File: config.mk
export PLATFORM = sky130hd
export DESIGN_NAME = irqpin_ctrl
export DESIGN_NICKNAME = d
export VERILOG_FILES = /design/src/rtl/irqpin_pkg.sv /design/src/rtl/irqpin_sync.sv /design/src/rtl/irqpin_detect.sv /design/src/rtl/irqpin_gate.sv /design/src/rtl/irqpin_ctrl.sv
export SDC_FILE = /design/constraint.sdc
export NUM_CORES = 1
export LEC_CHECK = 0
export BUFFER_PORTS_ARGS = -buffer_cell sky130_fd_sc_hd__buf_2
export CAP_MARGIN = 5
export CORE_ASPECT_RATIO = 1.1
export CORE_UTILIZATION = 30
export DETAILED_ROUTE_END_ITERATION = 8
export SYNTH_ARGS = -nofsm -noshare
export SYNTH_HDL_FRONTEND = slang
export SYNTH_SLANG_ARGS = --single-unit
File: constraint.sdc
create_clock -name clk -period 3.3 [get_ports clk]
set_input_delay 0.165 -clock clk [delete_from_list [all_inputs] [get_ports clk]]
set_output_delay 0.165 -clock clk [all_outputs]
set_load 0.02 [all_outputs]
File: src/rtl/irqpin_pkg.sv
package irqpin_pkg;
    localparam int PRIO_W = 4;

    // sense codes
    localparam int SNS_FALL = 0;
    localparam int SNS_RISE = 1;
    localparam int SNS_LOW  = 2;
    localparam int SNS_HIGH = 3;
    localparam int SNS_BOTH = 4;

    typedef enum logic [2:0] {
        ADR_SENSE = 3'd0,
        ADR_PRIO  = 3'd1,
        ADR_SRC   = 3'd2,
        ADR_MSET  = 3'd3,
        ADR_MCLR  = 3'd4
    } adr_e;
endpackage

File: src/rtl/irqpin_sync.sv
module irqpin_sync #(
    parameter int NUM_PINS = 8
) (
    input  logic                clk,
    input  logic                rst_n,
    input  logic [NUM_PINS-1:0] pin_in,
    output logic [NUM_PINS-1:0] cur,
    output logic [NUM_PINS-1:0] prv
);
    logic [NUM_PINS-1:0] s1_d, s1_q, s2_d, s2_q, pv_d, pv_q;

    always_comb begin
        s1_d = pin_in;
        s2_d = s1_q;
        pv_d = s2_q;
    end

    always_ff @(posedge clk) begin
        if (!rst_n) begin
            s1_q <= '0;
            s2_q <= '0;
            pv_q <= '0;
        end else begin
            s1_q <= s1_d;
            s2_q <= s2_d;
            pv_q <= pv_d;
        end
    end

    assign cur = s2_q;
    assign prv = pv_q;
endmodule

File: src/rtl/irqpin_detect.sv
module irqpin_detect
    import irqpin_pkg::*;
#(
    parameter int SENSE_W = 4
) (
    input  logic [SENSE_W-1:0] mode,
    input  logic               cur,
    input  logic               prv,
    output logic               event_o
);
    always_comb begin
        case (int'(mode))
            SNS_FALL: event_o = prv & ~cur;
            SNS_RISE: event_o = ~prv & cur;
            SNS_LOW:  event_o = ~cur;
            SNS_HIGH: event_o = cur;
            SNS_BOTH: event_o = prv ^ cur;
            default:  event_o = 1'b0;
        endcase
    end
endmodule

File: src/rtl/irqpin_gate.sv
module irqpin_gate
    import irqpin_pkg::*;
(
    input  logic              pend,
    input  logic              masked,
    input  logic [PRIO_W-1:0] level,
    output logic              req
);
    assign req = pend & ~masked & (|level);
endmodule

File: src/rtl/irqpin_ctrl.sv
module irqpin_ctrl
    import irqpin_pkg::*;
#(
    parameter int NUM_PINS = 8,
    parameter int SENSE_W  = 4,
    parameter int SRC_W    = 8
) (
    input  logic                clk,
    input  logic                rst_n,
    input  logic [NUM_PINS-1:0] pin_in,
    input  logic                reg_valid,
    input  logic                reg_write,
    input  logic [2:0]          reg_addr,
    input  logic [31:0]         reg_wdata,
    output logic [31:0]         reg_rdata,
    output logic [NUM_PINS-1:0] irq_pin,
    output logic                irq_any
);
    localparam int TOP = 31;

    typedef struct packed {
        logic [NUM_PINS-1:0][SENSE_W-1:0] sense;
        logic [NUM_PINS-1:0][PRIO_W-1:0]  prio;
        logic [NUM_PINS-1:0]              pend;
        logic [NUM_PINS-1:0]              mask;
    } state_t;

    state_t st_d, st_q;
    logic [NUM_PINS-1:0] cur, prv, ev;
    logic [31:0] rd;
    logic wr;

    irqpin_sync #(.NUM_PINS(NUM_PINS)) u_sync (
        .clk(clk), .rst_n(rst_n), .pin_in(pin_in), .cur(cur), .prv(prv)
    );

    for (genvar n = 0; n < NUM_PINS; n++) begin : g_pin
        irqpin_detect #(.SENSE_W(SENSE_W)) u_det (
            .mode(st_q.sense[n]), .cur(cur[n]), .prv(prv[n]), .event_o(ev[n])
        );
        irqpin_gate u_gate (
            .pend(st_q.pend[n]), .masked(st_q.mask[n]),
            .level(st_q.prio[n]), .req(irq_pin[n])
        );
    end

    assign wr = reg_valid & reg_write;

    always_comb begin
        st_d = st_q;
        if (wr) begin
            case (reg_addr)
                ADR_SENSE: for (int n = 0; n < NUM_PINS; n++)
                               st_d.sense[n] = reg_wdata[TOP-n*SENSE_W -: SENSE_W];
                ADR_PRIO:  for (int n = 0; n < NUM_PINS; n++)
                               st_d.prio[n] = reg_wdata[TOP-n*PRIO_W -: PRIO_W];
                ADR_SRC:   for (int n = 0; n < NUM_PINS; n++)
                               if (!reg_wdata[SRC_W-1-n]) st_d.pend[n] = 1'b0;
                ADR_MSET:  for (int n = 0; n < NUM_PINS; n++)
                               if (reg_wdata[SRC_W-1-n]) st_d.mask[n] = 1'b1;
                ADR_MCLR:  for (int n = 0; n < NUM_PINS; n++)
                               if (reg_wdata[SRC_W-1-n]) st_d.mask[n] = 1'b0;
                default: ;
            endcase
        end
        st_d.pend = st_d.pend | ev;
    end

    always_ff @(posedge clk) begin
        if (!rst_n) begin
            st_q       <= '0;
            st_q.mask  <= '1;
        end else begin
            st_q <= st_d;
        end
    end

    always_comb begin
        rd = '0;
        case (reg_addr)
            ADR_SENSE: for (int n = 0; n < NUM_PINS; n++)
                           rd[TOP-n*SENSE_W -: SENSE_W] = st_q.sense[n];
            ADR_PRIO:  for (int n = 0; n < NUM_PINS; n++)
                           rd[TOP-n*PRIO_W -: PRIO_W] = st_q.prio[n];
            ADR_SRC:   for (int n = 0; n < NUM_PINS; n++)
                           rd[SRC_W-1-n] = st_q.pend[n];
            default: ;
        endcase
        reg_rdata = (reg_valid && !reg_write) ? rd : '0;
    end

    assign irq_any = |irq_pin;

    for (genvar n = 0; n < NUM_PINS; n++) begin : g_chk
        assert_mask_set_R7: assert property (@(posedge clk) disable iff (!rst_n)
            wr && reg_addr == ADR_MSET && reg_wdata[SRC_W-1-n] |=> !irq_pin[n]);
        assert_mask_clr_R8: assert property (@(posedge clk) disable iff (!rst_n)
            wr && reg_addr == ADR_MCLR && reg_wdata[SRC_W-1-n] |=> !st_q.mask[n]);
        assert_prio_zero_R9: assert property (@(posedge clk) disable iff (!rst_n)
            wr && reg_addr == ADR_PRIO && reg_wdata[TOP-n*PRIO_W -: PRIO_W] == '0
            |=> !irq_pin[n]);
        assert_src_clear_R6: assert property (@(posedge clk) disable iff (!rst_n)
            wr && reg_addr == ADR_SRC && !reg_wdata[SRC_W-1-n] && !ev[n]
            |=> !st_q.pend[n]);
        assert_pend_cause_R2: assert property (@(posedge clk) disable iff (!rst_n)
            $rose(st_q.pend[n]) |-> $past(ev[n]));
        assert_level_hold_R4: assert property (@(posedge clk) disable iff (!rst_n)
            int'(st_q.sense[n]) == SNS_LOW && !cur[n] |=> st_q.pend[n]);
    end
endmodule

## Word-level counts from Yosys, hierarchy flattened

Index checks and enable logic that the tools add are counted.
W data, S select, Z words.

- Bits in registers: 104
- Input port bits: 47
- Output and inout bits: 41
- Logic and storage cells: 215

- Equality and inequality tests: 52
- Muxes and demuxes: 38
- Bitwise gates (word level): 66
- Reduce and logical (&&, ||, !) cells: 31

Operators by type and width:

| kind | number |
|---|---|
| $eq A4 B2 Y1 const B | 16 |
| $pmux W24 S2 | 1 |
| $pmux W1 S5 | 8 |
| $and A1 B1 Y1 | 33 |
| $eq A4 B1 Y1 const B | 8 |
| $eq A4 B3 Y1 const B | 8 |
| $logic_not A4 Y1 | 8 |
| $mux W32 | 1 |
| $ne A2 B2 Y1 const B | 16 |
| $reduce_and A4 Y1 | 8 |
| $reduce_or A4 Y1 | 8 |
| $mux W1 | 24 |
| $not A1 Y1 | 24 |
| $pmux W8 S3 | 1 |
| $mux W16 | 1 |
| $pmux W8 S2 | 1 |
| $mux W8 | 1 |
| $or A8 B8 Y8 | 1 |
| $reduce_or A8 Y1 | 1 |
| $xor A1 B1 Y1 | 8 |
| $eq A3 B2 Y1 const B | 2 |
| $reduce_and A2 Y1 | 2 |
| $eq A3 B1 Y1 const B | 1 |
| $eq A3 B3 Y1 const B | 1 |
| 4 further kinds | 4 |

## Logic depth before layout (Yosys ltp)

Gate-level depths: netlist of the first run.

- Word-level depth: 4
- Depth in mapped cells: 6
- Mapped depth without buffers: 5

## Hierarchy

Synthesis of the first run repeated with hierarchy kept, for this count alone.

- Cell total of the unflattened synthesis: 618
- Area total of the unflattened synthesis: 5159.9 µm²

Modules (own cells, without submodules):

| module | times used | cells an instance | area an instance (µm²) | seq. area each (µm²) |
|---|---|---|---|---|
| irqpin_ctrl | 1 | 456 | 3653.5 | 1601.5 |
| irqpin_detect | 8 | 12 | 90.1 | 0.0 |
| irqpin_sync | 1 | 50 | 675.6 | 480.5 |
| irqpin_gate | 8 | 2 | 13.8 | 0.0 |

## Worst setup path after synthesis of the first run

OpenSTA, ideal clock, no wires.

- Kind: register to output
- Start: reg st_q[32] (netlist bit)
- End: out irq_any
- Data arrival time: 1.352 ns
- Required time: 3.135 ns
- Slack: 1.783 ns
- Cell stages (with the launch flop): 4
- Buffers on the path: 0
- Cells stage by stage: dfxtp_1 -> nor4_1 -> o32ai_1 -> or4_1

- Word-level cells in the longest chain between the ends: 3

RTL lines:

| what | RTL line | RTL |
|---|---|---|
| from (decl) | irqpin_ctrl.sv:28 | `state_t st_d, st_q;` |
| from (signal assigned) | irqpin_ctrl.sv:74 | `st_q <= st_d;` |
| $reduce_or A4 Y1 | irqpin_gate.sv:9 | `assign req = pend & ~masked & (\|level);` |
| $and A1 B1 Y1 | irqpin_gate.sv:9 |  |
| $reduce_or A8 Y1 | irqpin_ctrl.sv:92 | `assign irq_any = \|irq_pin;` |
| to (decl) | irqpin_ctrl.sv:17 | `output logic irq_any` |

No other way between the ends.

## Final worst setup path of the first run

- Start: reg st_q[28] (netlist bit)
- End: out irq_any

The elaborated chain is that of the path after synthesis.

==> metrics.csv, run 1 <==
metric;value;unit
synthFlopType;dfxtp_1;
wl_per_cell;17.0;µm
io_pins;88;
worst_setup_path_start_kind;register;
die_y;140;µm
tns;0;ns
post-route-period-util;0.716;
cts_inserted_buffers;9;
async_reset_ff_frac;0;
vias;4891;
die_area;17900;µm²
min_from;pin_in[7];
cts_tree;built;
drv_cap;0;
cts_root_buf;clkbuf_16;
hold_class;in2reg;
r2r-start;u_sync.prv[5];
rsz0062_at_grt;no;
insertion_delay;0.35;ns
ant_nets;0;
yosysWarnings;0;
core_area;17000;µm²
critPathRequiredTime;3.13;ns
grt.total_usage;0.174;
gp_congestion;0.776;
postPlaceCellArea;5720;µm²
drive_gt1_frac;0.179;
setup_violations;0;
r2r-end;st_q[13];
rrSetupSlack;1.80;ns
routed_wl;15600;µm
fmax;423;MHz
p_per_area;430;nW/µm²
total_power;2580;µW
clockBufferDepth;2;
layout_common_cells;104 x dfxtp_1, 87 x buf_2, 64 x nand3_1, 64 x a21oi_1, 55 x o21ai_0;
start_util;0.306;
syn_avg_cell_area;8.29;µm²
p_leak;0.00218;µW
final_area;6000;µm²
cts-htree-levels;3;
whs_path_depth;2;
viasPerCell;5.34;
grt_pass1_wl;24500;µm
skew;0.0105;ns
tightestPinTransition;0.761;ns
diodes;0;
globalRouteOverflowTotal;0;
syn_area;5200;µm²
cts_resized;0;
holdWs;0.0220;ns
rows;50;
synth_edf_count;0;
antenna_found_initial;0;
peakVddDrop;0.000216;V
grt_max_degree;65;
r2r_cells;5;
dp_hpwl;10500;µm
ys_types;43;
drc;0;
timing_max_transition_violations_final;0;
fin_util;0.353;
post_cts_buffers;0;
path_max_fanout;3;
ctsHoldBuffers;0;
critPathCaptureType;output port;
drt_iter0_drc;464;
holdPathEnd;u_sync.s1_q[7];
ys_seq_elements;104;
port_buffers;87;
final_common_cell;dfxtp_1;
synth_nets;690;
status;finished, final reports clean;
crit_type;reg2out;
final_net_count;740;
path_clk_slew;0.08;ns
cts_sinks;104;
critPathArrivalTime;2.20;ns
hold_viol;0;
synth_seq_area_share;0.400;
slew_headroom;0.488;
first_pass_iters;5;
area_growth_syn_to_layout;15.5;%
syn_inst;627;
grt_pass1_vias;4516;
die_w;128;µm
period_needed;2.36;ns
state kept, by name (all words and copies together) (netlist names):
signal	cells
st_q	80
u_sync.cur	8
u_sync.prv	8
u_sync.s1_q	8
cell families (layout without fill, tap and decap cells):
kind of cell,count (synthesis),after routing,synth area share
AO/OA/AOI/OAI,220,220,0.273
adder cells (fa/ha/maj),16,16,0.0385
buffers and inverters,98,153,0.0881
flip-flops,104,104,0.400
multiplexers,8,8,0.0154
AND/OR/NAND/NOR,181,181,0.185
area by class of cell:
class	count	area [µm²]
clock inverter	6	51.3
clock buffer	10	229
tap	234	293
fill	1863	11000
inverter	39	148
multi-input combinational	425	2670
timing repair buffer	98	531
sequential	104	2080
where the power goes:
| group | leakage [µW] | internal [µW] | switching [µW] |
|---|---|---|---|
| Clock | 0.000139 | 525 | 513 |
| Sequential | 0.000844 | 1280 | 24.6 |
| Combinational | 0.00119 | 77.6 | 157 |
how the worst max path moves through the flow:
stage / from / end / slack [ns] / depth (start not counted)
after global placement: rst_n / st_q[12] / 1.25 / 5
after CTS: st_q[28] / irq_any / 0.96 / 4
after global routing: st_q[33] / irq_any / 0.90 / 4
after floorplan: st_q[32] / irq_any / 1.78 / 3
after detailed placement: rst_n / st_q[12] / 1.20 / 5
final: st_q[28] / irq_any / 0.94 / 4
metrics by stage:
step                      setup WS (ns)  cells
after CTS                         0.957    916
after global placement             1.25    900
final                             0.937    916
after floorplan                    1.78    627
after detailed placement           1.20    900
after global routing              0.896    916
cell usage after synthesis (7+ instances only):
| master | count | share of area |
|---|---|---|
| a21oi_1 | 64 | 0.062 |
| a221o_1 | 8 | 0.015 |
| o211a_1 | 8 | 0.015 |
| o311ai_0 | 8 | 0.013 |
| clkbuf_1 | 26 | 0.019 |
| o211ai_1 | 7 | 0.010 |
| o31a_1 | 8 | 0.013 |
| buf_4 | 17 | 0.025 |
| nand3_1 | 64 | 0.062 |
| inv_1 | 38 | 0.027 |
| dfxtp_1 | 104 | 0.40 |
| ha_1 | 16 | 0.039 |
| o21ai_1 | 9 | 0.0087 |
| nor2b_1 | 9 | 0.011 |
| buf_2 | 9 | 0.0087 |
| a2111oi_0 | 8 | 0.013 |
| o31ai_1 | 8 | 0.012 |
| o21ai_0 | 55 | 0.053 |
| a22oi_1 | 24 | 0.035 |
| a2bb2oi_1 | 8 | 0.013 |
| and2_1 | 17 | 0.020 |
| mux2i_1 | 8 | 0.015 |
| or3_1 | 8 | 0.0096 |
| nor2_1 | 53 | 0.038 |
critical path, cell delays in order, from the launching register on:
cell     delay [ns]
dfxtp_1        0.32
nor4_1         0.68
o32ai_1        0.15
or4_1          0.51
buf_2          0.18
layer usage:
metal / part of all wire / global-route usage / vias up
met5: 0 / 0 / -
met4: 0.010 / 0.0545 / 0
met3: 0.062 / 0.0306 / 12
met2: 0.46 / 0.272 / 171
met1: 0.47 / 0.243 / 2332
li1: - / - / 2376
No activity file was read; power rests on OpenSTA's default activity.
==> inputs of run 2 (changes only) <==
--- a/config.mk
+++ b/config.mk
@@ -5,6 +5,7 @@
 export SDC_FILE = /design/constraint.sdc
 export NUM_CORES = 1
 export LEC_CHECK = 0
+export ABC_AREA = 1
 export BUFFER_PORTS_ARGS = -buffer_cell sky130_fd_sc_hd__buf_2
 export CAP_MARGIN = 5
 export CORE_ASPECT_RATIO = 1.1
==> constraint.sdc (replaced) <==
create_clock -name clk -period 2.4 [get_ports clk]
set_input_delay 0.12 -clock clk [delete_from_list [all_inputs] [get_ports clk]]
set_output_delay 0.12 -clock clk [all_outputs]
set_load 0.02 [all_outputs]
==> run 2 against run 1 <==
Net effect:
- setup slack worse by 0.16 ns
- clock power is 48% higher
- design area is 0.73% higher
- combinational power is 37% higher
- die area is 1.0% lower
- sequential power is 37% higher
- count of clock-buffer cells in the layout is 2 higher
- largest power group unchanged
- register-to-register slack worse by 0.63 ns
==> metrics.csv, run 2 <==
metric;value;unit
status;finished, final reports clean;
skew;0.00879;ns
die_y;139;µm
dp_hpwl;9630;µm
drc;0;
top_layer_used;met4;
io_pins;88;
diodes;0;
path_clk_slew;0.07;ns
p_per_area;606;nW/µm²
syn_area;5140;µm²
p_leak;0.00283;µW
top_register;st_q;
r2r-start;u_sync.prv[1];
clockBufferDepth;2;
ys_seq_elements;104;
synthFlopType;dfxtp_1;
critPathCaptureType;output port;
worst_setup_path_start_kind;input port;
drive_gt1_frac;0.151;
hold_class;in2reg;
core_area;16600;µm²
tns;0;ns
antenna_found_initial;0;
instances_no_fill;1036;
whs_path_depth;3;
fmax;615;MHz
rows;49;
wl_per_cell;12.8;µm
setup_violations;0;
min_from;reg_wdata[27];
die_area;17700;µm²
yosysWarnings;0;
synth_top_area_share;0.405;
cp-startpoint;reg_addr[1];
r2r_cells;6;
final_net_count;890;
syn_inst;753;
grt_max_degree;65;
rrSetupSlack;1.17;ns
ant_nets;0;
synth_edf_count;0;
post_cts_buffers;0;
drv_cap;0;
layout_common_cells;180 x nand2_1, 138 x inv_1, 104 x a21oi_1, 104 x dfxtp_1, 87 x buf_2;
holdPathEnd;st_q[55];
period_needed;1.63;ns
cts_inserted_buffers;9;
r2r-end;st_q[9];
ys_types;25;
holdWs;0.0658;ns
critPathRequiredTime;2.28;ns
synth_common_cells;180 x nand2_1, 138 x inv_1, 104 x a21oi_1, 104 x dfxtp_1, 71 x o21ai_0;
synth_top_area_cell;dfxtp_1;
area_growth_syn_to_layout;17.6;%
grt_pass1_wl;21500;µm
cts_root_buf;clkbuf_16;
cts_tree;built;
timing_max_transition_violations_final;0;
peakVddDrop;0.000333;V
cts-htree-levels;3;
path_max_fanout;16;
insertion_delay;0.34;ns
wl_met2;6320;µm
die_w;127;µm
viasPerCell;4.58;
crit_type;in2out;
synth_nets;816;
largest_reg_flops;80;
post-route-period-util;0.678;
rsz0062_at_grt;no;
grt.total_usage;0.156;
total_power;3670;µW
globalRouteOverflowTotal;0;
dr_wl_met3;470;µm
async_reset_ff_frac;0;
vias;4742;
first_pass_iters;4;
yosysMostFrequentCell;nand2_1;
ys_top_cells_by_area;dfxtp_1 40%, nand2_1 13%, a21oi_1 10%, inv_1 10%, o21ai_0 6.9%;
tightestPinTransition;0.596;ns
routed_wl;13300;µm
final_area;6050;µm²
syn_avg_cell_area;6.83;µm²
final_common_cell;nand2_1;
slew_headroom;0.602;
synth_seq_area_share;0.405;
drt_iter0_drc;259;
wl_met1;6320;µm
critPathArrivalTime;1.51;ns
grt_pass1_vias;4429;
start_util;0.311;
port_buffers;87;
gp_congestion;0.828;
hold_viol;0;
postPlaceCellArea;5650;µm²
cts_sinks;104;
place_inst;1012;
n_fill_cell;1823;
## run 2: cell count changes after synthesis, sizes merged, moves of 22 or more
cell	delta
inv	+103
a22oi	-24
nand2	+183
nand3	-22
a21oi	+41
nor2	-25
## run 2: layer usage
layer,vias to the layer above,track usage
met1,2134,0.201
met4,0,0.0551
met3,7,0.0215
li1,2497,-
met2,104,0.264
met5,-,0
## run 2: power by group
group / total (µW) / switching (µW) / internal (µW)
Sequential: 1800 / 27.6 / 1780
Clock: 1540 / 647 / 895
Combinational: 320 / 203 / 117
## run 2: what timing repair did
item                       in CTS  in global routing
hold buffers                    8                  0
hold endpoints to repair        8                  0
setup endpoints to repair       0                  0
resized for setup               0                  0
## run 2: cell type report
cell class,instances,area (µm²),share of cell area
tap,204,255,0.0422
clock buffer,12,267,0.0441
clock inverter,4,51.3,0.00848
timing repair buffer,105,603,0.0997
sequential,104,2080,0.344
inverter,142,536,0.0885
multi-input combinational,465,2250,0.373
## run 2: critical path, cell delays in order
cell	delay [ns]
buf_2	0.13
nor2_4	0.15
nand2_2	0.11
inv_2	0.28
buf_4	0.27
nand2_1	0.08
a21oi_1	0.16
buf_2	0.19
## run 2: worst max path at each step
stage,end,slack [ns],cells past startpoint
finish,reg_rdata[16],0.77,8
global route,reg_rdata[26],0.65,8
CTS,reg_rdata[22],0.77,8
detailed placement,st_q[18],0.70,7
global placement,st_q[36],0.73,7
floorplan,reg_rdata[10],1.23,7
## run 2: cell families (layout without fill, tap and decap cells)
| logic type | Yosys count | in the layout | share of synthesized area |
|---|---|---|---|
| buf+inv | 184 | 263 | 0.157 |
| flops | 104 | 104 | 0.405 |
| fa+ha+maj | 16 | 16 | 0.0389 |
| compound gates | 179 | 179 | 0.177 |
| simple gates | 270 | 270 | 0.223 |
## run 2: per-stage QoR
step,setup WS [ns],utilization
2_1_floorplan,1.23,-
3_3_place_gp,0.726,0.341
3_5_place_dp,0.700,0.341
4_1_cts,0.765,0.365
5_1_grt,0.653,0.365
6_report,0.774,0.365
